==> src/rtl/ipi_pkg.sv <==
package ipi_pkg;
   localparam int unsigned CPU_W = 5;
   localparam int unsigned MAX_CPUS = 31;
   localparam int unsigned STRIDE_SH = 7;

   localparam logic [15:0] A_WHO   = 16'h2000;
   localparam logic [15:0] A_SEND  = 16'h2008;
   localparam logic [15:0] A_ACK   = 16'h200c;
   localparam logic [15:0] A_MSET  = 16'h2024;
   localparam logic [15:0] A_MCLR  = 16'h2028;
   localparam logic [15:0] A_PSET  = 16'h5008;
   localparam logic [15:0] A_PCLR  = 16'h500c;
   localparam logic [15:0] A_PMSET = 16'h5024;
   localparam logic [15:0] A_PMCLR = 16'h5028;

   localparam logic [15:0] EV_TYPE_IPI = 16'd4;
   localparam logic [15:0] EV_NUM_OTHER = 16'd1;
   localparam logic [15:0] EV_NUM_SELF  = 16'd2;

   typedef enum logic {KIND_OTHER = 1'b0, KIND_SELF = 1'b1} ipi_kind_e;

   typedef struct packed {
      logic [1:0] raise;
      logic [1:0] drop;
      logic [1:0] mset;
      logic [1:0] mclr;
   } ipi_cmd_t;
endpackage

==> src/rtl/ipi_decode.sv <==
module ipi_decode
   import ipi_pkg::*;
#(
   parameter int unsigned NUM_CPUS = 4
) (
   input  logic                 wr_i,
   input  logic [15:0]          addr_i,
   input  logic [31:0]          wdata_i,
   input  logic [CPU_W-1:0]     cpu_i,
   output ipi_cmd_t [NUM_CPUS-1:0] cmd_o
);
   logic [1:0] sel2;
   assign sel2 = {wdata_i[31], wdata_i[0]};

   for (genvar c = 0; c < NUM_CPUS; c++) begin : g_cpu
      localparam logic [15:0] OFS = 16'(c << STRIDE_SH);
      logic cur, h_send, h_ack, h_mset, h_mclr, h_pset, h_pclr, h_pmset, h_pmclr;
      assign cur     = (cpu_i == CPU_W'(c));
      assign h_send  = wr_i && addr_i == A_SEND;
      assign h_ack   = wr_i && cur && addr_i == A_ACK;
      assign h_mset  = wr_i && cur && addr_i == A_MSET;
      assign h_mclr  = wr_i && cur && addr_i == A_MCLR;
      assign h_pset  = wr_i && addr_i == A_PSET + OFS;
      assign h_pclr  = wr_i && addr_i == A_PCLR + OFS;
      assign h_pmset = wr_i && addr_i == A_PMSET + OFS;
      assign h_pmclr = wr_i && addr_i == A_PMCLR + OFS;

      always_comb begin
         cmd_o[c].raise[KIND_OTHER] = (h_send && wdata_i[c]) || (h_pset && wdata_i[0]);
         cmd_o[c].raise[KIND_SELF]  = (h_send && cur && wdata_i[31]) || (h_pset && wdata_i[31]);
         cmd_o[c].drop = (h_ack || h_pclr)   ? sel2 : 2'b00;
         cmd_o[c].mset = (h_mset || h_pmset) ? sel2 : 2'b00;
         cmd_o[c].mclr = (h_mclr || h_pmclr) ? sel2 : 2'b00;
      end
   end
endmodule

==> src/rtl/ipi_slice.sv <==
module ipi_slice
   import ipi_pkg::*;
(
   input  logic       clk,
   input  logic       rst_n,
   input  ipi_cmd_t   cmd_i,
   input  logic       take_i,
   output logic [1:0] pend_o,
   output logic [1:0] mask_o,
   output logic       req_o,
   output logic [31:0] data_o
);
   logic [1:0] pend_q, mask_q, live, auto_m;
   ipi_kind_e  pick;

   assign live   = pend_q & ~mask_q;
   assign pick   = live[KIND_OTHER] ? KIND_OTHER : KIND_SELF;
   assign req_o  = |live;
   assign data_o = req_o ? {EV_TYPE_IPI, (pick == KIND_OTHER) ? EV_NUM_OTHER : EV_NUM_SELF} : 32'd0;

   always_comb begin
      auto_m = 2'b00;
      if (take_i && req_o) auto_m[pick] = 1'b1;
   end

   always_ff @(posedge clk or negedge rst_n) begin
      if (!rst_n) begin
         pend_q <= 2'b00;
         mask_q <= 2'b11;
      end else begin
         pend_q <= (pend_q | cmd_i.raise) & ~cmd_i.drop;
         mask_q <= ((mask_q | cmd_i.mset) & ~cmd_i.mclr) | auto_m;
      end
   end

   assign pend_o = pend_q;
   assign mask_o = mask_q;

   AST_RAISE_PENDS: assert property (@(posedge clk) disable iff (!rst_n)
      (cmd_i.raise[0] && !cmd_i.drop[0]) |=> pend_o[0]);
   AST_ACK_CLEARS: assert property (@(posedge clk) disable iff (!rst_n)
      (cmd_i.drop[1] && !cmd_i.raise[1]) |=> !pend_o[1]);
   AST_OTHER_FIRST: assert property (@(posedge clk) disable iff (!rst_n)
      (pend_o[0] && !mask_o[0]) |-> (data_o[15:0] == 16'd1));
   AST_TAKE_MASKS: assert property (@(posedge clk) disable iff (!rst_n)
      (take_i && data_o == 32'h0004_0002) |=> mask_o[1]);
   AST_TAKE_BEATS_CLR: assert property (@(posedge clk) disable iff (!rst_n)
      (take_i && data_o == 32'h0004_0001 && cmd_i.mclr[0]) |=> mask_o[0]);
   AST_TAKE_KEEPS_PEND: assert property (@(posedge clk) disable iff (!rst_n)
      (take_i && req_o && cmd_i.drop == 2'b00) |=> $stable(pend_o) || $rose(pend_o[0]) || $rose(pend_o[1]));
endmodule

==> src/rtl/ipi_unit.sv <==
module ipi_unit
   import ipi_pkg::*;
#(
   parameter int unsigned NUM_CPUS = 4
) (
   input  logic                     clk,
   input  logic                     rst_n,
   input  logic                     bus_wr,
   input  logic [15:0]              bus_addr,
   input  logic [31:0]              bus_wdata,
   input  logic [4:0]               bus_cpu,
   output logic [31:0]              bus_rdata,
   input  logic [NUM_CPUS-1:0]      ev_take,
   output logic [NUM_CPUS*32-1:0]   ev_data,
   output logic [NUM_CPUS-1:0]      irq_out
);
   if (NUM_CPUS < 1 || NUM_CPUS > MAX_CPUS) begin : g_bad_cfg
      $error("ipi_unit: NUM_CPUS must lie in 1..31");
   end

   ipi_cmd_t [NUM_CPUS-1:0] cmd;
   logic [NUM_CPUS-1:0][1:0] pend, mask;

   ipi_decode #(.NUM_CPUS(NUM_CPUS)) u_dec (
      .wr_i(bus_wr), .addr_i(bus_addr), .wdata_i(bus_wdata),
      .cpu_i(bus_cpu), .cmd_o(cmd)
   );

   for (genvar c = 0; c < NUM_CPUS; c++) begin : g_slice
      ipi_slice u_sl (
         .clk(clk), .rst_n(rst_n), .cmd_i(cmd[c]), .take_i(ev_take[c]),
         .pend_o(pend[c]), .mask_o(mask[c]), .req_o(irq_out[c]),
         .data_o(ev_data[c*32 +: 32])
      );
   end

   logic [1:0] cur_pend, cur_mask;
   always_comb begin
      cur_pend = 2'b00;
      cur_mask = 2'b00;
      for (int c = 0; c < NUM_CPUS; c++) begin
         if (bus_cpu == CPU_W'(c)) begin
            cur_pend = pend[c];
            cur_mask = mask[c];
         end
      end
   end

   always_comb begin
      unique case (bus_addr)
         A_WHO:   bus_rdata = {27'd0, bus_cpu};
         A_ACK:   bus_rdata = {cur_pend[1], 30'd0, cur_pend[0]};
         A_MSET:  bus_rdata = {cur_mask[1], 30'd0, cur_mask[0]};
         default: bus_rdata = 32'd0;
      endcase
   end

   AST_RESET_QUIET: assert property (@(posedge clk) disable iff (!rst_n)
      $rose(rst_n) |-> (irq_out == '0));
   AST_IRQ_HAS_EVENT: assert property (@(posedge clk) disable iff (!rst_n)
      (irq_out[0] |-> ev_data[31:16] == 16'd4));
endmodule

==> config.mk <==
export PLATFORM = sky130hd
export DESIGN_NAME = ipi_unit
export DESIGN_NICKNAME = d
export VERILOG_FILES = /design/src/rtl/ipi_pkg.sv /design/src/rtl/ipi_decode.sv /design/src/rtl/ipi_slice.sv /design/src/rtl/ipi_unit.sv
export SDC_FILE = /design/constraint.sdc
export NUM_CORES = 1
export LEC_CHECK = 0
export BUFFER_PORTS_ARGS = -buffer_cell sky130_fd_sc_hd__clkbuf_2
export CAP_MARGIN = 25
export CORE_MARGIN = 2
export CORE_UTILIZATION = 36
export DETAILED_ROUTE_END_ITERATION = 8
export GPL_ROUTABILITY_DRIVEN = 0
export PLACE_DENSITY = 0.79
export SLEW_MARGIN = 40
export SYNTH_ARGS = -nofsm -noshare
export SYNTH_HDL_FRONTEND = slang
export SYNTH_SLANG_ARGS = --single-unit
==> constraint.sdc <==
create_clock -name clk -period 1.1 [get_ports clk]
set_input_delay 0.055 -clock clk [delete_from_list [all_inputs] [get_ports clk]]
set_output_delay 0.055 -clock clk [all_outputs]
set_load 0.01 [all_outputs]
==> summary.txt, run 1 <==
Outcome
  – Status: complete, but fails checks
  – Failing checks: negative setup slack

CTS
  – Clk_lat worst skew: 0.27 ns
  – H-tree Lvls: 1
  – Clock Tree Root: clkbuf_8
  – Clock Tree Buf Depth: 2
  – TritonCTS clock tree: built
  – Reg clk slew, reported paths: 0.07 ns
  – CTS sink count: 16
  – CTS Buf Count: 3

Yosys
  – Syn Inst Count: 339
  – Warning count from the yosys run: 0
  – #FFs+latches synth: 16
  – Sequential area share after synthesis: 15.23%
  – Area contributors post-synth: buf_4 (42%), dfstp_2 (7.8%), dfrtp_1 (7.4%), a21oi_1 (4.6%), nand2_1 (2.8%)
  – Top cell type's share of synthesized area: 41.80%
  – Synthesized area per cell: 7.946 µm²
  – Unique cell type count in the Yosys netlist: 49
  – Post-Syn Area: 2694 µm²
  – Post-synth top area cell: buf_4

Setup path
  – Crit end category: primary output
  – Startpoint Class: flop
  – WS Path Type: reg -> out
  – WP data required: 1.04 ns
  – Crit-path max FO: 2
  – R2R depth: 8
  – Worst R2R Start: g_slice[1].u_sl.mask_o[0]
  – R2R setup slack: -0.34 ns
  – R2R Path End: g_slice[1].u_sl.mask_o[1]
  – Critical Path Start: g_slice[0].u_sl.mask_o[0]
  – End of the critical path: bus_rdata[0]
  – Crit path DAT: 1.54 ns

Layout
  – Most frequent cells in the layout: conb_1 (142), buf_4 (49), clkbuf_2 (35)
  – Area grow syn2layout: 33.58%
  – Most common cell after layout, fill and taps aside: conb_1
  – Layout cells sized above 1: 46.80%
  – Ant diodes: 0
  – Layout Nets: 514

STA
  – Final critical-path share of the clock period: 144.6%
  – Post-route minimum period: 1.591 ns
  – Slew Viols, Final: 0
  – Final worst slack: -0.4906 ns
  – Fmax: 628.7 MHz
  – Total negative setup slack: -7.973 ns
  – Final setup vio count: 36
  – Endpoints failing hold: 0
  – Clock Skews: 0.002785 ns
  – RSZ-0062 raised after global routing: true

Detailed routing
  – DR WL/cell: 14.44 µm
  – Routed vias/inst: 4.703
  – TritonRoute pass-1 iters: 5
  – Met3 routed WL: 769 µm
  – Metal1 wirelength: 2804 µm
  – Antenna Nets Post-Route: 0
  – Drc violations: 0
  – Metal2 WL: 3967 µm
  – Via Count: 2596
  – Top Layer Used: met4
  – Total wire length: 7971 µm
  – Initial detailed-routing violation count: 202

Die
  – Cell Rows: 31
  – # IOs: 224
  – Die Wd: 90.51 µm
  – Die Ht: 90.51 µm
  – Die ar.: 8191 µm²
  – Core Region: 7253 µm²
  – Initial Utilization: 37.14%

GRT
  – Initial antenna violation count: 0
  – GRT overflow: 0
  – Global-route wire length before repair: 11050 µm
  – Vias in the first global route: 2270
  – Overall fraction of global-route tracks in use: 16.68%
  – Largest net degree at the start of global routing: 17

Flow run
  – Max_cap viols: 0

Worst hold path
  – Hold Crit Class: in -> reg
  – HP Start: ev_take[3]

Pwr
  – Max IR drop VDD: 362.6 µV
  – Pwr Total: 1.751 mW
  – Leak Pwr: 1.867 nW
  – Power Density: 486.5 nW/µm²

Place
  – HPWL after DPL: 5540 µm
  – IO buf count: 54
==> flip-flops by register name, summed over array words and instances, names as in the netlist <==
name,flops
g_slice.u_sl.mask_o,8
g_slice.u_sl.pend_o,8
==> where the power goes <==
part	switching [mW]	total, mW	internal (mW)
Clock	0.260	0.580	0.320
Sequential	0.00219	0.596	0.593
Combinational	0.409	0.575	0.166
Total	0.671	1.75	1.08
==> kinds of logic (layout without fill, tap and decap cells) <==
group	count (synthesis)	in the layout	share of synthesized area [%]
AND/OR/NAND/NOR	98	98	24.29
other	1	142	0.1392
AO/OA/AOI/OAI	62	62	15.14
buffers and inverters	158	131	43.71
multiplexers	4	4	1.486
flip-flops	16	16	15.23
==> critical path, cell delays in order, from the launching register on <==
cell and delay [ns]:
dfstp_2 0.55, mux2i_1 0.07, nor2_1 0.12, a21oi_2 0.07
o221a_2 0.24, o211ai_2 0.06, buf_2 0.16
==> layout make-up <==
type                       instances  area (µm²)
inverter                           2       10.01
tap                               99       123.9
multi-input combinational        306        1983
timing repair buffer             125        1016
fill                             659        3655
clock buffer                       4       55.05
sequential                        16       410.4
==> Yosys cell counts, drive strengths merged <==
library cell  count
nor3              2
inv               2
a32o              2
and2             12
and3             10
o22ai             2
a21oi            26
o221a             1
and4              1
buf             154
a221oi            3
conb              1
clkbuf            2
o221ai            1
and4bb            2
dfstp             8
nand3             4
a31oi            11
o211a             1
nand4             9
a21o              4
nor4bb            1
nor3b             2
a41o              4
nor2b             5
nand4bb           1
nand2b            9
o21ai             5
nor2             11
mux2i             4
dfrtp             8
a41oi             1
o211ai            1
nor4b             5
nand2            21
nor4              3
==> layer usage <==
layer | vias up | track usage (%)
li1 | 1119 | -
met1 | 1198 | 18.52
met2 | 236 | 29.54
met3 | 43 | 2.838
met4 | 0 | 10.13
met5 | - | 0
==> per-stage QoR <==
step           cells  cell area, µm²  hold WS [ns]  worst slack (ns)  util, %
2_1_floorplan    480            3283       -0.2406           -0.1021        -
3_3_place_gp     528            2912     -0.007809           -0.3535    40.14
3_5_place_dp     528            2912      0.006504           -0.3877    40.14
4_1_cts          544            3293       0.04844           -0.5011    45.40
5_1_grt          552            3598       0.04466           -0.5955    49.61
6_report         552            3598       0.03653           -0.4906    49.61
==> worst min path at each step <==
| stage | end | slack, ns | cells after the start |
|---|---|---|---|
| final | g_slice[3].u_sl.mask_o[0] | 0.04 | 3 |
| after global routing | g_slice[3].u_sl.mask_o[0] | 0.04 | 3 |
| after CTS | g_slice[2].u_sl.mask_o[1] | 0.05 | 3 |
| after detailed placement | g_slice[3].u_sl.pend_o[0] | 0.007 | 1 |
| after global placement | g_slice[3].u_sl.pend_o[1] | -0.008 | 1 |
| after floorplan | g_slice[0].u_sl.pend_o[0] | -0.24 | 0 |
==> repair_timing <==
| action | in CTS | in global routing |
|---|---|---|
| setup endpoints to repair | 37 | 38 |
| buffers inserted | 13 | 9 |
| hold buffers | 1 | 0 |
| gates resized for setup | 51 | 76 |
| endpoints found under the hold margin | 8 | 0 |
| pin swaps | 18 | 25 |
(Power assumes the default switching activity.)
==> inputs of run 2 (changes only) <==
--- a/config.mk
+++ b/config.mk
@@ -5,10 +5,11 @@
 export SDC_FILE = /design/constraint.sdc
 export NUM_CORES = 1
 export LEC_CHECK = 0
+export ABC_AREA = 1
 export BUFFER_PORTS_ARGS = -buffer_cell sky130_fd_sc_hd__clkbuf_2
 export CAP_MARGIN = 25
 export CORE_MARGIN = 2
-export CORE_UTILIZATION = 36
+export CORE_UTILIZATION = 37
 export DETAILED_ROUTE_END_ITERATION = 8
 export GPL_ROUTABILITY_DRIVEN = 0
 export PLACE_DENSITY = 0.79
==> summary.txt, run 2 <==
CTS
  – CTS Buf Count: 3 (unchanged)
  – Reg clk slew, reported paths: 0.06 ns (about the same)
  – TritonCTS clock tree: built
  – H-tree Lvls: 1 (unchanged)
  – Clk_lat worst skew: 0.26 ns (about the same)
  – CTS sink count: 16 (unchanged)
  – Clock Tree Buf Depth: 2 (unchanged)
  – Clock Tree Root: clkbuf_8

Die
  – Core Region: 7607 µm² (+4.9%)
  – Die ar.: 8449 µm² (+3.2%)
  – Die Ht: 91.92 µm (+1.6%)
  – # IOs: 224 (unchanged)
  – Initial Utilization: 37.60% (+0.46 points)
  – Cell Rows: 32 (+3.2%)
  – Die Wd: 91.92 µm (+1.6%)

Yosys
  – Async S/R FF share, synth: 100.0% (unchanged)
  – Synthesized area per cell: 6.399 µm² (-19%)
  – Syn Inst Count: 447 (+32%)
  – Area contributors post-synth: buf_4 (40%), nand2_1 (13%), dfstp_2 (7.3%), dfrtp_1 (7.0%), nand3_1 (6.5%)
  – EDFF count, synth: 0 (unchanged)
  – Post-synth top area cell: buf_4
  – Unique cell type count in the Yosys netlist: 26 (-47%)
  – Post-Syn Area: 2860 µm² (+6.2%)
  – Top cells by count, synth: buf_4 (151), nand2_1 (96), inv_1 (43)
  – #FFs+latches synth: 16 (unchanged)
  – Ys flop type: dfstp_2
  – Count leader, synth: buf_4
  – Top cell type's share of synthesized area: 39.63% (-2.2 points)
  – Sequential area share after synthesis: 14.35% (-0.89 points)
  – Warning count from the yosys run: 0 (unchanged)

Pwr
  – Leak Pwr: 1.948 nW (+4.4%)
  – Power Density: 478.0 nW/µm² (-1.7%)
  – Max IR drop VDD: 239.7 µV (-34%)
  – Pwr Total: 1.563 mW (-11%)

Setup path
  – R2R setup slack: -0.07 ns (+0.27 ns)
  – R2R depth: 6 (-2)
  – Slowest cell on crit path: dfstp_2
  – WP data required: 1.04 ns (about the same)
  – Startpoint Class: flop
  – Max stage delay on crit path: 0.53 ns (-0.02 ns)
  – R2R Path End: g_slice[3].u_sl.mask_o[1]
  – Crit path DAT: 1.36 ns (-0.18 ns)
  – Crit-path max FO: 2 (unchanged)
  – Crit end category: primary output
  – Critical path's most frequent cell: nand2_1
  – Worst R2R Start: g_slice[3].u_sl.mask_o[0]
  – Crit path cell chain: nand4_1 -> o21ai_1 -> nand2_1 -> nand3_2 -> nand3_1 -> nand2_1 -> buf_2
  – WS Path Type: reg -> out
  – CP Buf/Inv Count: 1 (unchanged)
  – Top delay family on crit path: flip-flops

Detailed routing
  – Initial detailed-routing violation count: 140 (-31%)
  – DR WL/cell: 9.584 µm (-34%)
  – Routed vias/inst: 3.965 (-16%)
  – Total wire length: 6086 µm (-24%)
  – TritonRoute pass-1 iters: 5 (unchanged)
  – Via Count: 2518 (-3.0%)
  – Antenna Nets Post-Route: 0 (unchanged)
  – Drc violations: 0 (unchanged)

STA
  – Clock Skews: 0.0004032 ns (-0.002382 ns)
  – Endpoints failing hold: 0 (unchanged)
  – Slew Viols, Final: 0 (unchanged)
  – Final worst slack: -0.3165 ns (+0.1741 ns)
  – Final critical-path share of the clock period: 128.8% (-16 points)
  – RSZ-0062 raised after global routing: true
  – Fmax: 706.0 MHz (+12%)
  – Post-route minimum period: 1.417 ns (-0.1741 ns)
  – Final setup vio count: 19 (-47%)
  – Hold_ws: 0.007434 ns (-0.02910 ns)

Outcome
  – Status: complete, but fails checks
  – Failing checks: negative setup slack

GRT
  – Vias in the first global route: 2132 (-6.1%)
  – Initial antenna violation count: 0 (unchanged)
  – GRT overflow: 0 (unchanged)
  – Overall fraction of global-route tracks in use: 13.62% (-3.1 points)
  – Largest net degree at the start of global routing: 19 (+2)
  – Global-route wire length before repair: 9446 µm (-15%)

Place
  – Pre-CTS setup slack: -0.1501 ns (+0.2376 ns)
  – HPWL after DPL: 4887 µm (-12%)
  – IO buf count: 54 (unchanged)

Layout
  – Most common cell after layout, fill and taps aside: conb_1
  – Most frequent cells in the layout: conb_1 (142), nand2_1 (93), inv_1 (40)
  – Layout Nets: 595 (+16%)
  – Area of the multi-input gates: 1803 µm² (-9.1%)
  – Layout cells sized above 1: 30.58% (-16 points)
  – Area grow syn2layout: 14.35%
  – Fillers: 799 (+21%)
  – Sequential standard cell area: 410.4 µm² (unchanged)
  – Ant diodes: 0 (unchanged)

Flow run
  – Max_cap viols: 0 (unchanged)

Worst hold path
  – Hold Crit Class: in -> reg
  – Hold Path Stages: 3 (unchanged)
  – Hold Path Sink: g_slice[1].u_sl.mask_o[0]
  – HP Start: ev_take[1]
## run 2: area by class of cell
type | count | area share (%)
Inverter | 48 | 5.585
Clock buffer | 3 | 1.262
Tap cell | 102 | 3.902
Multi-Input combinational cell | 369 | 55.13
Timing Repair Buffer | 97 | 21.58
Sequential cell | 16 | 12.55
## run 2: timing repair
| action | CTS | global route |
|---|---|---|
| hold buffers | 4 | 0 |
| buffers inserted | 13 | 2 |
| pin swaps | 16 | 12 |
| endpoints found under the setup margin | 22 | 29 |
| resized for setup | 32 | 40 |
| hold endpoints to repair | 13 | 0 |
## run 2: kinds of logic after synthesis
logic type / after synthesis / share of synthesized area (%)
AND/OR/NAND/NOR: 214 / 36.05
flip-flops: 16 / 14.35
buffers and inverters: 203 / 46.94
AO/OA/AOI/OAI: 13 / 2.537
other: 1 / 0.1311
## run 2: metrics by stage
step           TNS [ns]  utilization (%)  std cells  instance area (µm²)
6_report         -2.937            42.99        635                 3271
5_1_grt          -4.031            42.99        635                 3271
4_1_cts          -2.885            41.64        635                 3168
3_5_place_dp     -2.272            37.66        615                 2865
3_3_place_gp     -1.928            37.66        615                 2865
2_1_floorplan         0                -        588                 3410
## run 2: power breakdown
part | internal (mW) | switching, mW
clock | 0.243 | 0.206
combinational | 0.130 | 0.393
sequential | 0.590 | 0.000171
total | 0.964 | 0.599
## run 2: worst reg2reg max path: stages, from the launching register on
cell	delay, ns
dfstp_2	0.59
nor2_4	0.06
nor3_4	0.18
buf_4	0.14
buf_6	0.08
nand2_2	0.03
nand2_1	0.04
## run 2: how the worst max path moves through the flow
stage / startpoint / endpoint / slack (ns) / cells past startpoint
floorplan: g_slice[2].u_sl.mask_o[0] / g_slice[2].u_sl.mask_o[1] / 0.003 / 6
global route: g_slice[1].u_sl.mask_o[0] / bus_rdata[0] / -0.40 / 7
CTS: g_slice[1].u_sl.mask_o[0] / bus_rdata[0] / -0.33 / 7
global placement: bus_addr[8] / bus_rdata[0] / -0.15 / 11
finish: g_slice[0].u_sl.mask_o[0] / bus_rdata[0] / -0.32 / 7
detailed placement: bus_addr[8] / g_slice[1].u_sl.mask_o[1] / -0.15 / 11
## run 2: per-layer routing
layer  GRT usage [%]  vias up  share of wire (%)
met5               0        -                  0
met4           4.975        0                2.1
met3           1.397       13                7.6
met2           24.51      137                 51
met1           16.73     1103                 40
li1                -     1265                  -
==> inputs of run 3 (changes only) <==
--- a/config.mk
+++ b/config.mk
@@ -9,10 +9,10 @@
 export BUFFER_PORTS_ARGS = -buffer_cell sky130_fd_sc_hd__clkbuf_2
 export CAP_MARGIN = 25
 export CORE_MARGIN = 2
-export CORE_UTILIZATION = 37
+export CORE_UTILIZATION = 41
 export DETAILED_ROUTE_END_ITERATION = 8
 export GPL_ROUTABILITY_DRIVEN = 0
-export PLACE_DENSITY = 0.79
+export PLACE_DENSITY = 0.83
 export SLEW_MARGIN = 40
 export SYNTH_ARGS = -nofsm -noshare
 export SYNTH_HDL_FRONTEND = slang
==> constraint.sdc (replaced) <==
create_clock -name clk -period 1.5 [get_ports clk]
set_input_delay 0.075 -clock clk [delete_from_list [all_inputs] [get_ports clk]]
set_output_delay 0.075 -clock clk [all_outputs]
set_load 0.01 [all_outputs]
==> summary.txt, run 3 (synthesis results as in run 2) <==
Detailed routing
  – DR WL/cell: 10.50 µm (+9.6%)
  – Antenna Nets Post-Route: 0 (unchanged)
  – Routed vias/inst: 4.312 (+8.7%)
  – Total wire length: 6060 µm (-0.43%)
  – TritonRoute pass-1 iters: 5 (unchanged)
  – Via Count: 2488 (-1.2%)
  – Drc violations: 0 (unchanged)
  – Initial detailed-routing violation count: 134 (-4.3%)

Worst hold path
  – Hold Path Stages: 3 (unchanged)
  – Hold Crit Class: in -> reg
  – Hold Path Sink: g_slice[3].u_sl.mask_o[1]
  – HP Start: ev_take[3]

Setup path
  – R2R setup slack: 0.39 ns (+0.46 ns)
  – Startpoint Class: flop
  – Worst R2R Start: g_slice[2].u_sl.mask_o[0]
  – CP Buf/Inv Count: 1 (unchanged)
  – Crit path DAT: 1.45 ns (+0.09 ns)
  – WS Path Type: reg -> out
  – Slowest cell on crit path: dfstp_2
  – Max stage delay on crit path: 0.54 ns (about the same)
  – Crit-path max FO: 2 (unchanged)
  – Top delay family on crit path: flip-flops
  – Crit end category: primary output
  – Crit path cell chain: nand4_1 -> o21ai_1 -> nand2_1 -> nand3_2 -> nand3_2 -> nand2_2 -> buf_6
  – WP data required: 1.42 ns (+0.38 ns)
  – R2R Path End: g_slice[2].u_sl.mask_o[1]
  – R2R depth: 6 (unchanged)
  – Critical path's most frequent cell: nand3_2

GRT
  – Grt met2 use: 27.69% (+3.2 points)
  – GRT overflow: 0 (unchanged)
  – Met1 usage: 16.76% (+0.028 points)
  – Largest net degree at the start of global routing: 19 (unchanged)
  – Initial antenna violation count: 0 (unchanged)
  – Grt met3 use: 2.559% (+1.2 points)
  – Overall fraction of global-route tracks in use: 14.54% (+0.92 points)
  – Global-route wire length before repair: 8894 µm (-5.8%)
  – GRT busiest layer: met2
  – Vias in the first global route: 2023 (-5.1%)

Layout
  – Area of the multi-input gates: 1659 µm² (-8.0%)
  – Most frequent cells in the layout: conb_1 (142), nand2_1 (95), clkbuf_2 (52)
  – Fin cells: 577 (-9.1%)
  – Sequential standard cell area: 410.4 µm² (unchanged)
  – Layout Nets: 558 (-6.2%)
  – Layout cells sized above 1: 21.93% (-8.7 points)
  – Most common cell after layout, fill and taps aside: conb_1
  – Fillers: 706 (-12%)
  – Ant diodes: 0 (unchanged)
  – Area grow syn2layout: -4.593%

Pwr
  – Power Density: 428.5 nW/µm² (-10%)
  – Pwr Total: 1.169 mW (-25%)
  – Leak Pwr: 1.704 nW (-13%)
  – Max IR drop VDD: 301.8 µV (+26%)

STA
  – RSZ-0062 raised after global routing: true
  – Final setup vio count: 2 (-17)
  – Final critical-path share of the clock period: 101.4%
  – Hold_ws: -0.002221 ns (-0.009655 ns)
  – Final worst slack: -0.02050 ns (+0.2960 ns)
  – Fmax: 657.7 MHz
  – Endpoints failing hold: 1 (+1)
  – Post-route minimum period: 1.520 ns
  – Clock Skews: 0.001114 ns (+0.0007109 ns)
  – Slew Viols, Final: 0 (unchanged)

CTS
  – Clock Tree Root: clkbuf_8
  – Clk_lat worst skew: 0.26 ns (about the same)
  – Clock Tree Buf Depth: 2 (unchanged)
  – CTS sink count: 16 (unchanged)
  – H-tree Lvls: 1 (unchanged)
  – Reg clk slew, reported paths: 0.07 ns (about the same)
  – CTS Buf Count: 3 (unchanged)
  – TritonCTS clock tree: built

Die
  – Core Region: 6756 µm² (-11%)
  – # IOs: 224 (unchanged)
  – Die Wd: 87.53 µm (-4.8%)
  – Cell Rows: 30 (-6.3%)
  – Die Ht: 87.53 µm (-4.8%)
  – Initial Utilization: 42.33% (+4.7 points)
  – Die ar.: 7661 µm² (-9.3%)

Place
  – Placed insts: 570 (-7.3%)
  – IO buf count: 54 (unchanged)
  – HPWL after DPL: 4967 µm (+1.6%)

Outcome
  – Failing checks: negative hold slack, negative setup slack
  – Status: complete, but fails checks

Flow run
  – Max_cap viols: 0 (unchanged)
-- run 3: cell count changes in the layout (fill, tap and decap cells not counted), moves of 7 or more --
cell,delta
buf_2,-10
clkbuf_2,+15
nor2_4,-7
nor2_1,+9
buf_4,-23
buf_6,-12
-- run 3: what timing repair did --
item                       CTS  global route
pin swaps                    3             1
setup buffers                1             1
hold buffers                 1             0
gates resized for setup      1             8
setup endpoints to repair    2             4
hold endpoints to repair     8             0
-- run 3: worst max-delay path by stage --
stage | startpoint | endpoint | depth (start not counted)
3_5_place_dp | bus_cpu[3] | bus_rdata[0] | 9
6_report | g_slice[0].u_sl.mask_o[0] | bus_rdata[0] | 7
5_1_grt | g_slice[0].u_sl.mask_o[0] | bus_rdata[0] | 7
4_1_cts | g_slice[0].u_sl.mask_o[0] | bus_rdata[0] | 7
3_3_place_gp | bus_cpu[3] | bus_rdata[0] | 9
2_1_floorplan | g_slice[2].u_sl.mask_o[0] | g_slice[2].u_sl.mask_o[1] | 6
-- run 3: worst reg2reg max path, delay by kind of cell, from the launching register on --
family | cells | cell delay (ns)
and+or+nand+nor | 4 | 0.39
buffers and inverters | 2 | 0.13
DFF | 1 | 0.54
-- run 3: final cells by class --
class / count / share of cell area (%)
Sequential cell: 16 / 15.04
Multi-Input combinational cell: 369 / 60.80
Tap cell: 80 / 3.668
Inverter: 48 / 6.602
Clock buffer: 4 / 2.017
Timing Repair Buffer: 60 / 11.88
-- run 3: layer usage --
metal  vias to the layer above  wire (µm)
li1                       1189          -
met1                      1102       2207
met2                       187       3203
met3                        10        584
met4                         0         65
met5                         -          0
-- run 3: metrics by stage --
step / instance area [µm²] / util (%) / setup TNS, ns / hold WS (ns) / setup slack (ns)
2_1_floorplan: 3390 / - / 0 / -0.2206 / 0.2800
3_3_place_gp: 2620 / 38.78 / 0 / 0.02151 / 0.1345
3_5_place_dp: 2620 / 38.78 / 0 / 0.03324 / 0.09505
4_1_cts: 2693 / 39.85 / -0.005309 / 0.003326 / -0.005309
5_1_grt: 2729 / 40.39 / -0.1590 / 0.01357 / -0.09480
6_report: 2729 / 40.39 / -0.04053 / -0.002221 / -0.02050
-- run 3: report_power, final --
group	internal, mW	switching [mW]	leakage [nW]
clock network	0.234	0.167	0.0288
logic	0.0578	0.278	1.52
registers	0.433	0.000119	0.159
total	0.724	0.445	1.70
